**config.mk**
```make
export PLATFORM = sky130hd
export DESIGN_NAME = victim_wb_buffer
export DESIGN_NICKNAME = d
export VERILOG_FILES = /design/src/rtl/vcb_pkg.sv /design/src/rtl/vcb_lookup.sv /design/src/rtl/vcb_age.sv /design/src/rtl/vcb_slot_pick.sv /design/src/rtl/vcb_store.sv /design/src/rtl/victim_wb_buffer.sv
export SDC_FILE = /design/constraint.sdc
export NUM_CORES = 2
export LEC_CHECK = 0
export ABC_AREA = 1
export BUFFER_PORTS_ARGS = -buffer_cell sky130_fd_sc_hd__buf_2
export CORE_AREA = 5 5 669 671
export DETAILED_ROUTE_END_ITERATION = 12
export DIE_AREA = 0 0 674 676
export HOLD_SLACK_MARGIN = 0.05
export SYNTH_ARGS = -nofsm -noshare
export SYNTH_HDL_FRONTEND = slang
export SYNTH_SLANG_ARGS = --single-unit
export TNS_END_PERCENT = 5
```
**constraint.sdc**
```tcl
create_clock -name clk -period 42.3 [get_ports clk]
set_input_delay 6.345 -clock clk [delete_from_list [all_inputs] [get_ports clk]]
set_output_delay 6.345 -clock clk [all_outputs]
set_load 0.005 [all_outputs]
```
**src/rtl/vcb_pkg.sv**
```systemverilog
`timescale 1ns/1ps
package vcb_pkg;
    localparam int LINE_ADDR_W = 58;
    localparam int LINE_BYTES  = 64;
    localparam int LINE_W      = LINE_BYTES * 8;

    typedef logic [LINE_ADDR_W-1:0] line_addr_t;
    typedef logic [LINE_W-1:0]      line_data_t;

    typedef struct packed {
        logic       valid;
        logic       dirty;
        line_addr_t addr;
        line_data_t data;
    } vcb_entry_t;

    function automatic logic line_match(input vcb_entry_t e, input line_addr_t a);
        return e.valid && (e.addr == a);
    endfunction
endpackage

```
**src/rtl/vcb_lookup.sv**
```systemverilog
`timescale 1ns/1ps
module vcb_lookup
    import vcb_pkg::*;
#(
    parameter int N = 4
) (
    input  vcb_entry_t [N-1:0] ents,
    input  logic               lk_valid,
    input  line_addr_t         lk_addr,
    output logic [N-1:0]       hit_vec
);
    for (genvar g = 0; g < N; g++) begin : g_cmp
        assign hit_vec[g] = lk_valid && line_match(ents[g], lk_addr);
    end
endmodule

```
**src/rtl/vcb_age.sv**
```systemverilog
`timescale 1ns/1ps
module vcb_age #(
    parameter int N = 4
) (
    input  logic         clk,
    input  logic         rst,
    input  logic         alloc_en,
    input  logic [N-1:0] alloc_oh,
    input  logic [N-1:0] cand_clean,
    input  logic [N-1:0] cand_dirty,
    output logic [N-1:0] oldest_clean,
    output logic [N-1:0] oldest_dirty
);
    // before_q[j][i] is set when entry j was filled earlier than entry i
    logic [N-1:0] before_q [N];

    always_ff @(posedge clk) begin
        if (rst) begin
            for (int j = 0; j < N; j++) before_q[j] <= '0;
        end else if (alloc_en) begin
            for (int j = 0; j < N; j++) begin
                for (int i = 0; i < N; i++) begin
                    if (alloc_oh[j])      before_q[j][i] <= 1'b0;
                    else if (alloc_oh[i]) before_q[j][i] <= 1'b1;
                end
            end
        end
    end

    for (genvar g = 0; g < N; g++) begin : g_pick
        logic [N-1:0] col;
        always_comb begin
            for (int j = 0; j < N; j++) col[j] = before_q[j][g];
        end
        assign oldest_clean[g] = cand_clean[g] && !(|(cand_clean & col));
        assign oldest_dirty[g] = cand_dirty[g] && !(|(cand_dirty & col));
    end
endmodule

```
**src/rtl/vcb_slot_pick.sv**
```systemverilog
`timescale 1ns/1ps
module vcb_slot_pick #(
    parameter int N = 4
) (
    input  logic [N-1:0] valid_vec,
    input  logic [N-1:0] oldest_clean,
    output logic [N-1:0] alloc_oh,
    output logic         can_alloc
);
    logic [N-1:0] free_oh;
    logic         have_free;

    always_comb begin
        free_oh   = '0;
        have_free = 1'b0;
        for (int i = 0; i < N; i++) begin
            if (!valid_vec[i] && !have_free) begin
                free_oh[i] = 1'b1;
                have_free  = 1'b1;
            end
        end
    end

    assign alloc_oh  = have_free ? free_oh : oldest_clean;
    assign can_alloc = have_free || (|oldest_clean);
endmodule

```
**src/rtl/vcb_store.sv**
```systemverilog
`timescale 1ns/1ps
module vcb_store
    import vcb_pkg::*;
#(
    parameter int N = 4
) (
    input  logic               clk,
    input  logic               rst,
    input  logic               ins_fire,
    input  logic [N-1:0]       alloc_oh,
    input  vcb_entry_t         new_ent,
    input  logic [N-1:0]       kill_oh,
    input  logic [N-1:0]       clean_oh,
    output vcb_entry_t [N-1:0] ents
);
    for (genvar g = 0; g < N; g++) begin : g_ent
        vcb_entry_t ent_q;
        always_ff @(posedge clk) begin
            if (rst) begin
                ent_q.valid <= 1'b0;
                ent_q.dirty <= 1'b0;
            end else if (ins_fire && alloc_oh[g]) begin
                ent_q <= new_ent;
            end else begin
                if (kill_oh[g])  ent_q.valid <= 1'b0;
                if (clean_oh[g]) ent_q.dirty <= 1'b0;
            end
        end
        assign ents[g] = ent_q;
    end
endmodule

```
**src/rtl/victim_wb_buffer.sv**
```systemverilog
`timescale 1ns/1ps
module victim_wb_buffer
    import vcb_pkg::*;
#(
    parameter int ENTRIES = 4
) (
    input  logic                   clk,
    input  logic                   rst,
    input  logic                   ins_valid,
    output logic                   ins_ready,
    input  logic [LINE_ADDR_W-1:0] ins_addr,
    input  logic                   ins_dirty,
    input  logic [LINE_W-1:0]      ins_data,
    input  logic                   lk_valid,
    input  logic [LINE_ADDR_W-1:0] lk_addr,
    output logic                   lk_hit,
    output logic                   lk_dirty,
    output logic [LINE_W-1:0]      lk_data,
    output logic                   wb_valid,
    input  logic                   wb_ready,
    output logic [LINE_ADDR_W-1:0] wb_addr,
    output logic [LINE_W-1:0]      wb_data
);
    localparam int N = ENTRIES;

    vcb_entry_t [N-1:0] ents;
    vcb_entry_t         new_ent;
    logic [N-1:0]       hit_vec;
    logic [N-1:0]       valid_vec;
    logic [N-1:0]       clean_vec;
    logic [N-1:0]       dirty_vec;
    logic [N-1:0]       oldest_clean;
    logic [N-1:0]       oldest_dirty;
    logic [N-1:0]       alloc_oh;
    logic [N-1:0]       clean_oh;
    logic               can_alloc;
    logic               ins_fire;

    for (genvar g = 0; g < N; g++) begin : g_state
        assign valid_vec[g] = ents[g].valid;
        assign clean_vec[g] = ents[g].valid && !ents[g].dirty;
        assign dirty_vec[g] = ents[g].valid &&  ents[g].dirty;
    end

    assign new_ent = '{valid: 1'b1, dirty: ins_dirty, addr: ins_addr, data: ins_data};

    vcb_lookup #(.N(N)) i_lookup (
        .ents     (ents),
        .lk_valid (lk_valid),
        .lk_addr  (lk_addr),
        .hit_vec  (hit_vec)
    );

    vcb_age #(.N(N)) i_age (
        .clk          (clk),
        .rst          (rst),
        .alloc_en     (ins_fire),
        .alloc_oh     (alloc_oh),
        .cand_clean   (clean_vec),
        .cand_dirty   (dirty_vec),
        .oldest_clean (oldest_clean),
        .oldest_dirty (oldest_dirty)
    );

    vcb_slot_pick #(.N(N)) i_pick (
        .valid_vec    (valid_vec),
        .oldest_clean (oldest_clean),
        .alloc_oh     (alloc_oh),
        .can_alloc    (can_alloc)
    );

    assign ins_ready = can_alloc;
    assign ins_fire  = ins_valid && can_alloc;
    assign clean_oh  = oldest_dirty & {N{wb_ready}};

    vcb_store #(.N(N)) i_store (
        .clk      (clk),
        .rst      (rst),
        .ins_fire (ins_fire),
        .alloc_oh (alloc_oh),
        .new_ent  (new_ent),
        .kill_oh  (hit_vec),
        .clean_oh (clean_oh),
        .ents     (ents)
    );

    always_comb begin
        lk_hit   = |hit_vec;
        lk_dirty = 1'b0;
        lk_data  = '0;
        wb_valid = |oldest_dirty;
        wb_addr  = '0;
        wb_data  = '0;
        for (int i = 0; i < N; i++) begin
            if (hit_vec[i]) begin
                lk_dirty = lk_dirty | ents[i].dirty;
                lk_data  = lk_data  | ents[i].data;
            end
            if (oldest_dirty[i]) begin
                wb_addr = wb_addr | ents[i].addr;
                wb_data = wb_data | ents[i].data;
            end
        end
    end
endmodule

```
==> metrics <==
Overflow after GRT 0; worst-path fanout max 56; end of the critical path lk_data[433]; Net Count, Synth 12100; Mapped Cells between 10000 and 15000; Port Buffer Count 1719; max-slew violations 0; DRT iter0 DRCs roughly 11000; Final Total Pwr roughly 5.1 mW; pin slew with the least headroom to its limit around 1.2 ns; WP data required 35.95 ns; DR WL/cell 26.5 um; vias per inst 4.97; Clock Path Buffers 4; Ys Warns 0; fin crit period about 19 ns; setup TNS 0 ns; post-DP HPWL 360 mm; R2R setup slack 33.91 ns; CTS resizes 0; Post-synth EDFFs 2292; clock sinks 2300; num rows 244; GRT Overall Usage 21.1%; async set-reset flop share out of synthesis 0%; initial antenna violation count 253; R2R depth 15; Primary FF master, synth edfxtp_1; largest net degree at the start of global routing between 100 and 150; share of layout cells above drive strength 1 18.8%; CP startpoint lk_addr[7]; CTS tree done; Seq cells post-synth 2300; Multi-input gate area 0.0323 sq mm; Final GP Congestion 0.978; Worst Setup Start Kind input port; Area Growth Syn to Fin 20.9%; max cap viols 0; CTS clock-pin slew for the worst setup and hold paths 0.06 ns; highest clock rate 53.7 MHz; CP Class in -> out; total CTS buffers ~280; H-tree levels 5; register area roughly 0.07 sq mm; DR vias between 90000 and 100k; top cells by area, synth edfxtp_1, nand2_1, nand3_1; largest area contributor in the netlist edfxtp_1; IO Pins 1720; distinct cell type count after synthesis 31; clock skew 0.0373 ns; fin cells 19200; number of global-route vias before repair between 80000 and 90000; Die ar. 0.456 sq mm; initial core utilization about a quarter; Die H between 600 and 700 um; reg2reg start i_store.ents[1143]; DRC viols 0; Post-CTS Setup Inserts 0; Inst Count DP 18600; Max-Slew Margin vs Limit 23.0%; hold_sp i_store.ents[2287]; min-delay worst type reg -> reg; WP data arrival 12.29 ns; Post-Syn Area 0.110 sq mm; final worst-path cycle share 44.1%; # nets final around 14000; Hold Vio Cnt, Final 0; first-pass GRT wire length roughly 700 mm; RSZ-0062 raised after global routing no; post-synth top area share approximately 63%; PwrDens 38.7 mW/mm^2; FF-to-FF End i_store.ents[169]; # fillers about 46000; CTS root buf clkbuf_16; Detail Route Antenna Nets 0; leakage 54.2 nW; Core Util, Final 30.1%; total iterations of the first detailed-routing run 8; Peak VDD IR 0.0400 mV; worst setup margin ~24 ns; Routed WL 511 mm; Core Box Area 0.441 sq mm; CP Capture Type output pin; Die Wd 674 um; Clock Latency Late Sink roughly 0.88 ns; Mean Syn Cell Area around 9.5 sq um; status complete, no violations; Setup WS pre-CTS 23.91 ns; cts-stage hold buffer count 0; final setup vio count 0; post-synthesis sequential area ratio approximately 63%
[flip-flops by register name, summed over array words and instances, names as in the netlist]
register / cells
i_age.before_q: 12
i_store.ents: 2288
[area by class of cell]
type / instances / area share, %
clock inverters: 145 / 1.17
clock buffers: 345 / 5.49
repair buffers: 1878 / 7.57
well taps: 5904 / 5.56
flip-flops and latches: 2300 / 52.0
multi-input cells: 7244 / 24.4
inverters: 1250 / 3.57
diodes: 164 / 0.309
[kinds of logic (layout without fill, tap and decap cells)]
group                     Yosys count  count (layout)  share of synthesized area [%]
AOI/OAI and AO/OA                 244             244                           1.20
other                               0             164                              0
and+or+nand+nor                  6962            6962                           27.9
buffers and inverters            1954            3618                           7.73
DFF                              2300            2300                           62.8
xor gates and xnor gates           38              38                          0.303
[power breakdown]
| part | internal (mW) | switching [mW] | leakage (nW) | total, mW |
|---|---|---|---|---|
| Clock | 1.37 | 0.981 | 4.29 | 2.35 |
| Sequential | 2.57 | 0.0232 | 20.9 | 2.59 |
| Combinational | 0.0492 | 0.146 | 29.0 | 0.195 |
| Total | 3.99 | 1.15 | 54.2 | 5.14 |
[worst max-delay path, stage by stage]
cell,delay (ns)
buf_2,0.13
inv_2,0.08
nand2_1,0.09
o21ai_0,0.09
nor2_1,0.31
nand2_1,0.10
nor2_1,0.11
nand2_1,0.09
nor2_4,0.08
buf_4,0.55
buf_4,0.73
buf_4,0.70
buf_4,0.65
buf_4,0.60
buf_4,0.73
nand3_1,0.24
nand2_1,0.13
inv_1,0.04
nand2_1,0.10
buf_2,0.13
[worst min-delay path by stage]
stage	cells past startpoint	endpoint	slack, ns
global route	2	i_store.ents[2287]	0.59
detailed placement	2	i_store.ents[2287]	0.55
finish	2	i_store.ents[2287]	0.57
floorplan	2	i_store.ents[2287]	0.48
CTS	2	i_store.ents[2287]	0.56
global placement	2	i_store.ents[2287]	0.56
[cell usage in the layout, fill, tap and decap left out, drive strengths merged]
cell type | Yosys | layout
inv | 905 | 919
clkinvlp | 0 | 9
a21oi | 42 | 42
nand4 | 524 | 524
nand3 | 2073 | 2073
clkinv | 345 | 444
nor2 | 181 | 181
a21boi | 2 | 2
clkbuf | 198 | 345
o21ai | 166 | 166
nor3 | 2 | 2
diode | 0 | 164
o22ai | 17 | 17
bufinv | 0 | 23
o2111ai | 17 | 17
buf | 506 | 1878
xnor2 | 25 | 25
edfxtp | 2292 | 2292
nand2 | 4180 | 4180
xor2 | 13 | 13
dfxtp | 8 | 8
nor4 | 2 | 2
[synthesized netlist by cell type, types with 7 or more instances]
cell	count
o22ai_1	17
inv_2	88
nand4_1	524
inv_1	817
buf_2	363
o21ai_0	128
nor2_4	7
xnor2_1	25
nor2_1	173
dfxtp_1	8
buf_8	21
clkbuf_1	196
edfxtp_1	2292
a21oi_1	42
o2111ai_1	17
clkinv_1	345
buf_4	78
buf_6	21
buf_1	23
xor2_1	13
o21ai_1	37
nand3_1	1962
nand2_1	4180
nand3_2	111
[metrics by stage]
step	hold slack (ns)	instance area [sq um]
finish	0.572	133000
global route	0.594	133000
CTS	0.563	132000
detailed placement	0.554	124000
global placement	0.565	124000
floorplan	0.481	110000
[layer usage]
| layer | up-vias | global-route usage [%] | wire length, um |
|---|---|---|---|
| met4 | 136 | 15.1 | 43300 |
| met3 | 1398 | 7.02 | 61100 |
| met2 | 6132 | 32.5 | 226000 |
| met1 | 46200 | 24.8 | 179000 |
| met5 | - | 0.271 | 1000 |
| li1 | 41800 | - | - |
(Power assumes the default switching activity.)
